$ cat config.mk
export PLATFORM = sky130hd
export DESIGN_NAME = spec_load_tracker
export DESIGN_NICKNAME = d
export VERILOG_FILES = /design/src/rtl/spec_load_pkg.sv /design/src/rtl/slt_match.sv /design/src/rtl/slt_age.sv /design/src/rtl/slt_victim.sv /design/src/rtl/spec_load_tracker.sv
export SDC_FILE = /design/constraint.sdc
export NUM_CORES = 1
export LEC_CHECK = 0
export BUFFER_PORTS_ARGS = -buffer_cell sky130_fd_sc_hd__buf_2
export CAP_MARGIN = 25
export CORE_MARGIN = 2
export CORE_UTILIZATION = 63
export CTS_CLUSTER_DIAMETER = 50
export CTS_CLUSTER_SIZE = 12
export DETAILED_ROUTE_END_ITERATION = 10
export PLACE_DENSITY_LB_ADDON = 0.15
export SYNTH_ARGS = -nofsm -noshare
export SYNTH_HDL_FRONTEND = slang
export SYNTH_SLANG_ARGS = --single-unit
$ cat constraint.sdc
create_clock -name clk -period 7.41 [get_ports clk]
set_input_delay 1.482 -clock clk [delete_from_list [all_inputs] [get_ports clk]]
set_output_delay 1.482 -clock clk [all_outputs]
set_load 0.05 [all_outputs]
$ cat src/rtl/spec_load_pkg.sv
package spec_load_pkg;
  typedef enum logic {
    CHK_LOAD   = 1'b0,
    CHK_BRANCH = 1'b1
  } chk_kind_e;
endpackage

$ cat src/rtl/slt_match.sv
// Parallel compare of every slot against the three request ports.
module slt_match #(
  parameter int ENTRIES = 16,
  parameter int REG_W   = 7,
  parameter int DW_W    = 29
) (
  input  logic [ENTRIES-1:0]             valid,
  input  logic [ENTRIES-1:0][REG_W-1:0]  tag,
  input  logic [ENTRIES-1:0][DW_W-1:0]   dw,
  input  logic [REG_W-1:0]               ins_reg,
  input  logic [REG_W-1:0]               chk_reg,
  input  logic                           st_valid,
  input  logic [DW_W-1:0]                st_dw,
  output logic [ENTRIES-1:0]             ins_match,
  output logic [ENTRIES-1:0]             chk_match,
  output logic [ENTRIES-1:0]             st_kill
);
  for (genvar e = 0; e < ENTRIES; e++) begin : g_slot
    assign ins_match[e] = valid[e] && (tag[e] == ins_reg);
    assign chk_match[e] = valid[e] && (tag[e] == chk_reg);
    assign st_kill[e]   = valid[e] && st_valid && (dw[e] == st_dw);
  end
endmodule

$ cat src/rtl/slt_age.sv
// Insert-order matrix: older[i][j] = 1 means slot i was written before slot j.
module slt_age #(
  parameter  int ENTRIES = 16,
  localparam int IDX_W   = $clog2(ENTRIES)
) (
  input  logic               clk,
  input  logic               rst_n,
  input  logic               touch,
  input  logic [IDX_W-1:0]   touch_idx,
  input  logic [ENTRIES-1:0] valid,
  output logic [ENTRIES-1:0] oldest
);
  logic [ENTRIES-1:0][ENTRIES-1:0] older;

  always_ff @(posedge clk) begin
    if (!rst_n) begin
      for (int i = 0; i < ENTRIES; i++)
        for (int j = 0; j < ENTRIES; j++)
          older[i][j] <= (i < j);
    end else if (touch) begin
      for (int i = 0; i < ENTRIES; i++)
        for (int j = 0; j < ENTRIES; j++) begin
          if (touch_idx == IDX_W'(i))
            older[i][j] <= 1'b0;
          else if (touch_idx == IDX_W'(j))
            older[i][j] <= 1'b1;
        end
    end
  end

  always_comb begin
    for (int i = 0; i < ENTRIES; i++) begin
      oldest[i] = valid[i];
      for (int j = 0; j < ENTRIES; j++)
        if (j != i && valid[j] && !older[i][j])
          oldest[i] = 1'b0;
    end
  end
endmodule

$ cat src/rtl/slt_victim.sv
// Slot choice for an insert: same register, else lowest free, else oldest.
module slt_victim #(
  parameter  int ENTRIES = 16,
  localparam int IDX_W   = $clog2(ENTRIES)
) (
  input  logic [ENTRIES-1:0] valid,
  input  logic [ENTRIES-1:0] same_reg,
  input  logic [ENTRIES-1:0] oldest,
  output logic [IDX_W-1:0]   idx
);
  logic [IDX_W-1:0] same_idx, free_idx, old_idx;

  always_comb begin
    same_idx = '0;
    free_idx = '0;
    old_idx  = '0;
    for (int i = ENTRIES - 1; i >= 0; i--) begin
      if (same_reg[i]) same_idx = IDX_W'(i);
      if (!valid[i])   free_idx = IDX_W'(i);
      if (oldest[i])   old_idx  = IDX_W'(i);
    end
    if (|same_reg)     idx = same_idx;
    else if (!(&valid)) idx = free_idx;
    else               idx = old_idx;
  end
endmodule

$ cat src/rtl/spec_load_tracker.sv
module spec_load_tracker
  import spec_load_pkg::*;
#(
  parameter int ENTRIES   = 16,
  parameter int REG_W     = 7,
  parameter int ADDR_W    = 32,
  parameter int GRAIN_LOG = 3
) (
  input  logic              clk,
  input  logic              rst_n,
  input  logic              ins_valid,
  input  logic [REG_W-1:0]  ins_reg,
  input  logic [ADDR_W-1:0] ins_addr,
  input  logic              st_valid,
  input  logic [ADDR_W-1:0] st_addr,
  input  logic              chk_valid,
  input  logic [REG_W-1:0]  chk_reg,
  input  logic              chk_kind,
  output logic              rsp_valid,
  output logic              rsp_hit,
  output logic              rsp_reload,
  output logic              rsp_recover
);
  localparam int DW_W  = ADDR_W - GRAIN_LOG;
  localparam int IDX_W = $clog2(ENTRIES);

  logic [ENTRIES-1:0]             valid_q;
  logic [ENTRIES-1:0][REG_W-1:0]  tag_q;
  logic [ENTRIES-1:0][DW_W-1:0]   dw_q;

  logic [DW_W-1:0] ins_dw, st_dw;
  logic            unused_grain_bits;
  assign ins_dw            = ins_addr[ADDR_W-1:GRAIN_LOG];
  assign st_dw             = st_addr[ADDR_W-1:GRAIN_LOG];
  assign unused_grain_bits = ^{ins_addr[GRAIN_LOG-1:0], st_addr[GRAIN_LOG-1:0]};

  logic [ENTRIES-1:0] ins_match, chk_match, st_kill, oldest;
  logic [IDX_W-1:0]   victim;

  slt_match #(.ENTRIES(ENTRIES), .REG_W(REG_W), .DW_W(DW_W)) u_match (
    .valid    (valid_q),
    .tag      (tag_q),
    .dw       (dw_q),
    .ins_reg  (ins_reg),
    .chk_reg  (chk_reg),
    .st_valid (st_valid),
    .st_dw    (st_dw),
    .ins_match(ins_match),
    .chk_match(chk_match),
    .st_kill  (st_kill)
  );

  slt_age #(.ENTRIES(ENTRIES)) u_age (
    .clk      (clk),
    .rst_n    (rst_n),
    .touch    (ins_valid),
    .touch_idx(victim),
    .valid    (valid_q),
    .oldest   (oldest)
  );

  slt_victim #(.ENTRIES(ENTRIES)) u_victim (
    .valid   (valid_q),
    .same_reg(ins_match),
    .oldest  (oldest),
    .idx     (victim)
  );

  // Order inside one cycle: store, then check, then insert.
  logic [ENTRIES-1:0] live_hit, consume, valid_d;
  logic               is_branch, lookup_hit;

  assign is_branch  = (chk_kind_e'(chk_kind) == CHK_BRANCH);
  assign live_hit   = chk_match & ~st_kill;
  assign lookup_hit = |live_hit;
  assign consume    = (chk_valid && is_branch) ? live_hit : '0;

  always_comb begin
    for (int e = 0; e < ENTRIES; e++) begin
      if (ins_valid && victim == IDX_W'(e))
        valid_d[e] = 1'b1;
      else
        valid_d[e] = valid_q[e] & ~st_kill[e] & ~consume[e];
    end
  end

  always_ff @(posedge clk) begin
    if (!rst_n) begin
      valid_q <= '0;
    end else begin
      valid_q <= valid_d;
    end
  end

  always_ff @(posedge clk) begin
    if (ins_valid) begin
      tag_q[victim] <= ins_reg;
      dw_q[victim]  <= ins_dw;
    end
  end

  always_ff @(posedge clk) begin
    if (!rst_n) begin
      rsp_valid   <= 1'b0;
      rsp_hit     <= 1'b0;
      rsp_reload  <= 1'b0;
      rsp_recover <= 1'b0;
    end else begin
      rsp_valid   <= chk_valid;
      rsp_hit     <= chk_valid && lookup_hit;
      rsp_reload  <= chk_valid && !lookup_hit && !is_branch;
      rsp_recover <= chk_valid && !lookup_hit && is_branch;
    end
  end
endmodule

==> reports/qor.yml <==
status: "finished, final reports clean"
critPathArrivalTime_ns: 6.32
die_area_sq_um: 60790
synth.distinct_cells: 80
synth_top_area_share_pct: 46.66
cts_resized: 0
nets: 2975
core_sq_um: 57920
track_usage_pct: 37.32
yosysMostFrequentCell: "edfxtp_1"
p_comb_share_pct: 6.2
period_needed_ns: 6.019
hp-class: "reg2reg"
synthArstFlopShare_pct: 0
crit_cells: 12
via_count: 24980
clkPwrFrac_pct: 42.3
drive_above_1_share_pct: 11.04
fin_crit_sh_pct: 81.23
rows: 88
worstSetupEndpointType: "register"
grt_pass1_vias: 24480
rsz0062_at_grt: "false"
initial_core_util_pct: 64.00
worst_pin_slew_ns: 1.220
synth_common_cells: "edfxtp_1 (576), xor2_1 (353), xnor2_1 (334)"
tns_ns: 0
postCtsHoldBufs: 0
cts_buffers: 86
drt_wl_total_um: 112700
finalSetupViolCount: 0
critPathMaxStageDelay_ns: 0.99
critPathLaunch: "valid_q[1]$_SDFF_PN0_"
startpoint_type: "register"
drc: 0
cts_tree: "built"
viasPerCell: 6.747
ir_drop_mv: 0.2099
grt_max_degree: 83
avgSynthCellArea_sq_um: 13.02
critPathBufInv: 5
netSwitchingFraction_pct: 22.73
drv_slew: 0
htree_num_levels: 3
die_y_um: 246.6
grt_first_pass_wirelength_um: 162800
crit_chain: "clkinv_1 -> o2111ai_1 -> nor4_1 -> buf_2 -> or4_1 -> o211a_1 -> nor3_2 -> or3_1 -> buf_4 -> nand4_2 -> inv_2 -> buf_12"
critPathSlowestCell: "dfxtp_1"
worstSetupEndpoint: "dw_q[316]$_DFFE_PP_"
switchingPower_w: 0.002236
synth_nets: 2930
synth_edf_count: 576
die_width_um: 246.6
postSynthCellCount: 2846
cts.sinks: 836
r2r_cells: 12
ys_warn_count: 0
antenna_left: 0
areaGrowthSynthToFinish_pct: 9.826
p_leak_nw: 13.96
holdWs_ns: 0.4424
crit_required_ns: 7.71
clock_path_buffers: 3
p_int_w: 0.007600
max_slew_margin_pct: 17.92
clock_latency_ns: 0.64
ios: 88
r2r_slack_ns: 1.39
drv_cap: 0
drt_iter0_markers: 2757
fmax_ghz: 0.1661
crit_family: "simple AND/OR/NAND/NOR gates"
crit_type: "reg2reg"
rr_startpoint: "valid_q[1]$_SDFF_PN0_"
worstPathMaxFanout: 46
grt_antenna_before_repair: 0
yosysTopAreaCell: "edfxtp_1"
postCtsSetupBuffers: 0
root_buffer: "clkbuf_16"
r2r-end: "dw_q[316]$_DFFE_PP_"
finalHoldViolations: 0
globalplace.congestion: 0.9282
ys_ff_latch: 836
place_ws_ns: 1.203
first_pass_iters: 6
wire_per_inst_um: 30.45
netlist_area_sq_um: 37070
dp_hpwl_um: 65990
fin_ws_ns: 1.391
clk_pin_slew_worst_paths_ns: 0.06
clock_skew_ns: 0.02645
p_seq_share_pct: 51.5
power.density_nw_per_um2: 241.6
portBuffers: 81
synth_area_leaders: "edfxtp_1 (47%), dfxtp_1 (14%), xor2_1 (8.3%)"
yosysSeqAreaShare_pct: 60.70
synthFlopType: "edfxtp_1"
grt_overflow: 0
## cells by family after synthesis
| group | synth area share [%] |
|---|---|
| AO/OA/AOI/OAI | 9.566 |
| XOR/XNOR | 16.23 |
| buffers and inverters | 3.618 |
| flip-flops | 60.70 |
| AND/OR/NAND/NOR | 9.880 |
## power groups by stage
stage | sequential [W] | combinational, W | clock (W)
2_1_floorplan | 0.00516 | 0.000367 | 0
3_3_place_gp | 0.00516 | 0.000582 | 0
3_5_place_dp | 0.00516 | 0.000597 | 0
4_1_cts | 0.00506 | 0.000603 | 0.00417
5_1_grt | 0.00506 | 0.000637 | 0.00437
6_report | 0.00506 | 0.000612 | 0.00416
## cell type report
| cell class | count | area [sq um] |
|---|---|---|
| clock inverter | 20 | 246.5 |
| timing repair buffer | 159 | 1104 |
| antenna | 1 | 2.502 |
| fill | 3878 | 17210 |
| tap | 765 | 957.2 |
| inverter | 70 | 262.8 |
| multi-input combinational | 1738 | 13270 |
| clock buffer | 113 | 2370 |
| sequential | 836 | 22500 |
## per-layer routing
| metal | vias up | track usage (%) | wire length, um |
|---|---|---|---|
| met3 | 400 | 7.244 | 11890 |
| met5 | - | 0 | 0 |
| li1 | 10490 | - | - |
| met1 | 12410 | 47.64 | 41420 |
| met2 | 1685 | 59.56 | 52570 |
| met4 | 0 | 21.93 | 6870 |
## state kept, by name, indices dropped and copies added, names as in the netlist
name and flops:
dw_q 464, rsp_hit 1, rsp_recover 1, rsp_reload 1, rsp_valid 1, tag_q 112
u_age.older 240, valid_q 16
## cell usage in the layout (no fill, tap or decap), types with 5 or more instances in the layout
master	count
o22ai_1	12
buf_2	84
o41ai_1	17
o2111ai_1	51
o31ai_1	6
inv_1	53
clkbuf_16	91
a211oi_1	6
nand2_1	35
edfxtp_1	576
clkbuf_1	21
o2111a_1	5
a41oi_1	38
nor3_1	6
or4_1	7
o21a_1	36
nand3_1	17
and2_1	5
buf_12	10
a21o_1	24
nor4_1	114
nor2b_1	19
nand4_1	135
nand4_2	8
o211a_1	44
a2bb2oi_1	10
clkinv_2	5
a21oi_1	45
a211o_1	17
xnor2_1	334
xor2_1	353
buf_4	63
o211ai_1	8
dfxtp_1	259
nor2_1	51
a31oi_1	9
o21ai_0	56
nand2b_1	180
inv_2	15
a22oi_1	30
## worst reg2reg max path: stages, from the launching register on
cell and delay [ns]:
dfxtp_1 0.99, clkinv_1 0.85, o2111ai_1 0.45, nor4_1 0.10, buf_2 0.18, or4_1 0.51
o211a_1 0.22, nor3_2 0.22, or3_1 0.66, buf_4 0.38, nand4_2 0.51, inv_2 0.25
buf_12 0.31
## stage by stage
stage	cells	area (sq um)	total power, W	utilization [%]
2_1_floorplan	2846	37070	0.005524	-
3_3_place_gp	3560	38020	0.005740	65.65
3_5_place_dp	3562	38060	0.005757	65.72
4_1_cts	3695	40680	0.009836	70.24
5_1_grt	3701	40710	0.01008	70.29
6_report	3702	40710	0.009836	70.29
## worst min-delay path by stage
stage / startpoint / end / slack (ns) / cells after the start
detailed placement: u_age.older[212]$_SDFFE_PN0P_ / u_age.older[212]$_SDFFE_PN0P_ / 0.43 / 2
CTS: u_age.older[212]$_SDFFE_PN0P_ / u_age.older[212]$_SDFFE_PN0P_ / 0.44 / 2
global placement: u_age.older[189]$_SDFFE_PN1P_ / u_age.older[189]$_SDFFE_PN1P_ / 0.43 / 1
floorplan: u_age.older[8]$_SDFFE_PN1P_ / u_age.older[8]$_SDFFE_PN1P_ / 0.42 / 1
global route: u_age.older[212]$_SDFFE_PN0P_ / u_age.older[212]$_SDFFE_PN0P_ / 0.46 / 2
finish: u_age.older[212]$_SDFFE_PN0P_ / u_age.older[212]$_SDFFE_PN0P_ / 0.44 / 2
Note: power is estimated with default switching activity, not from simulation.
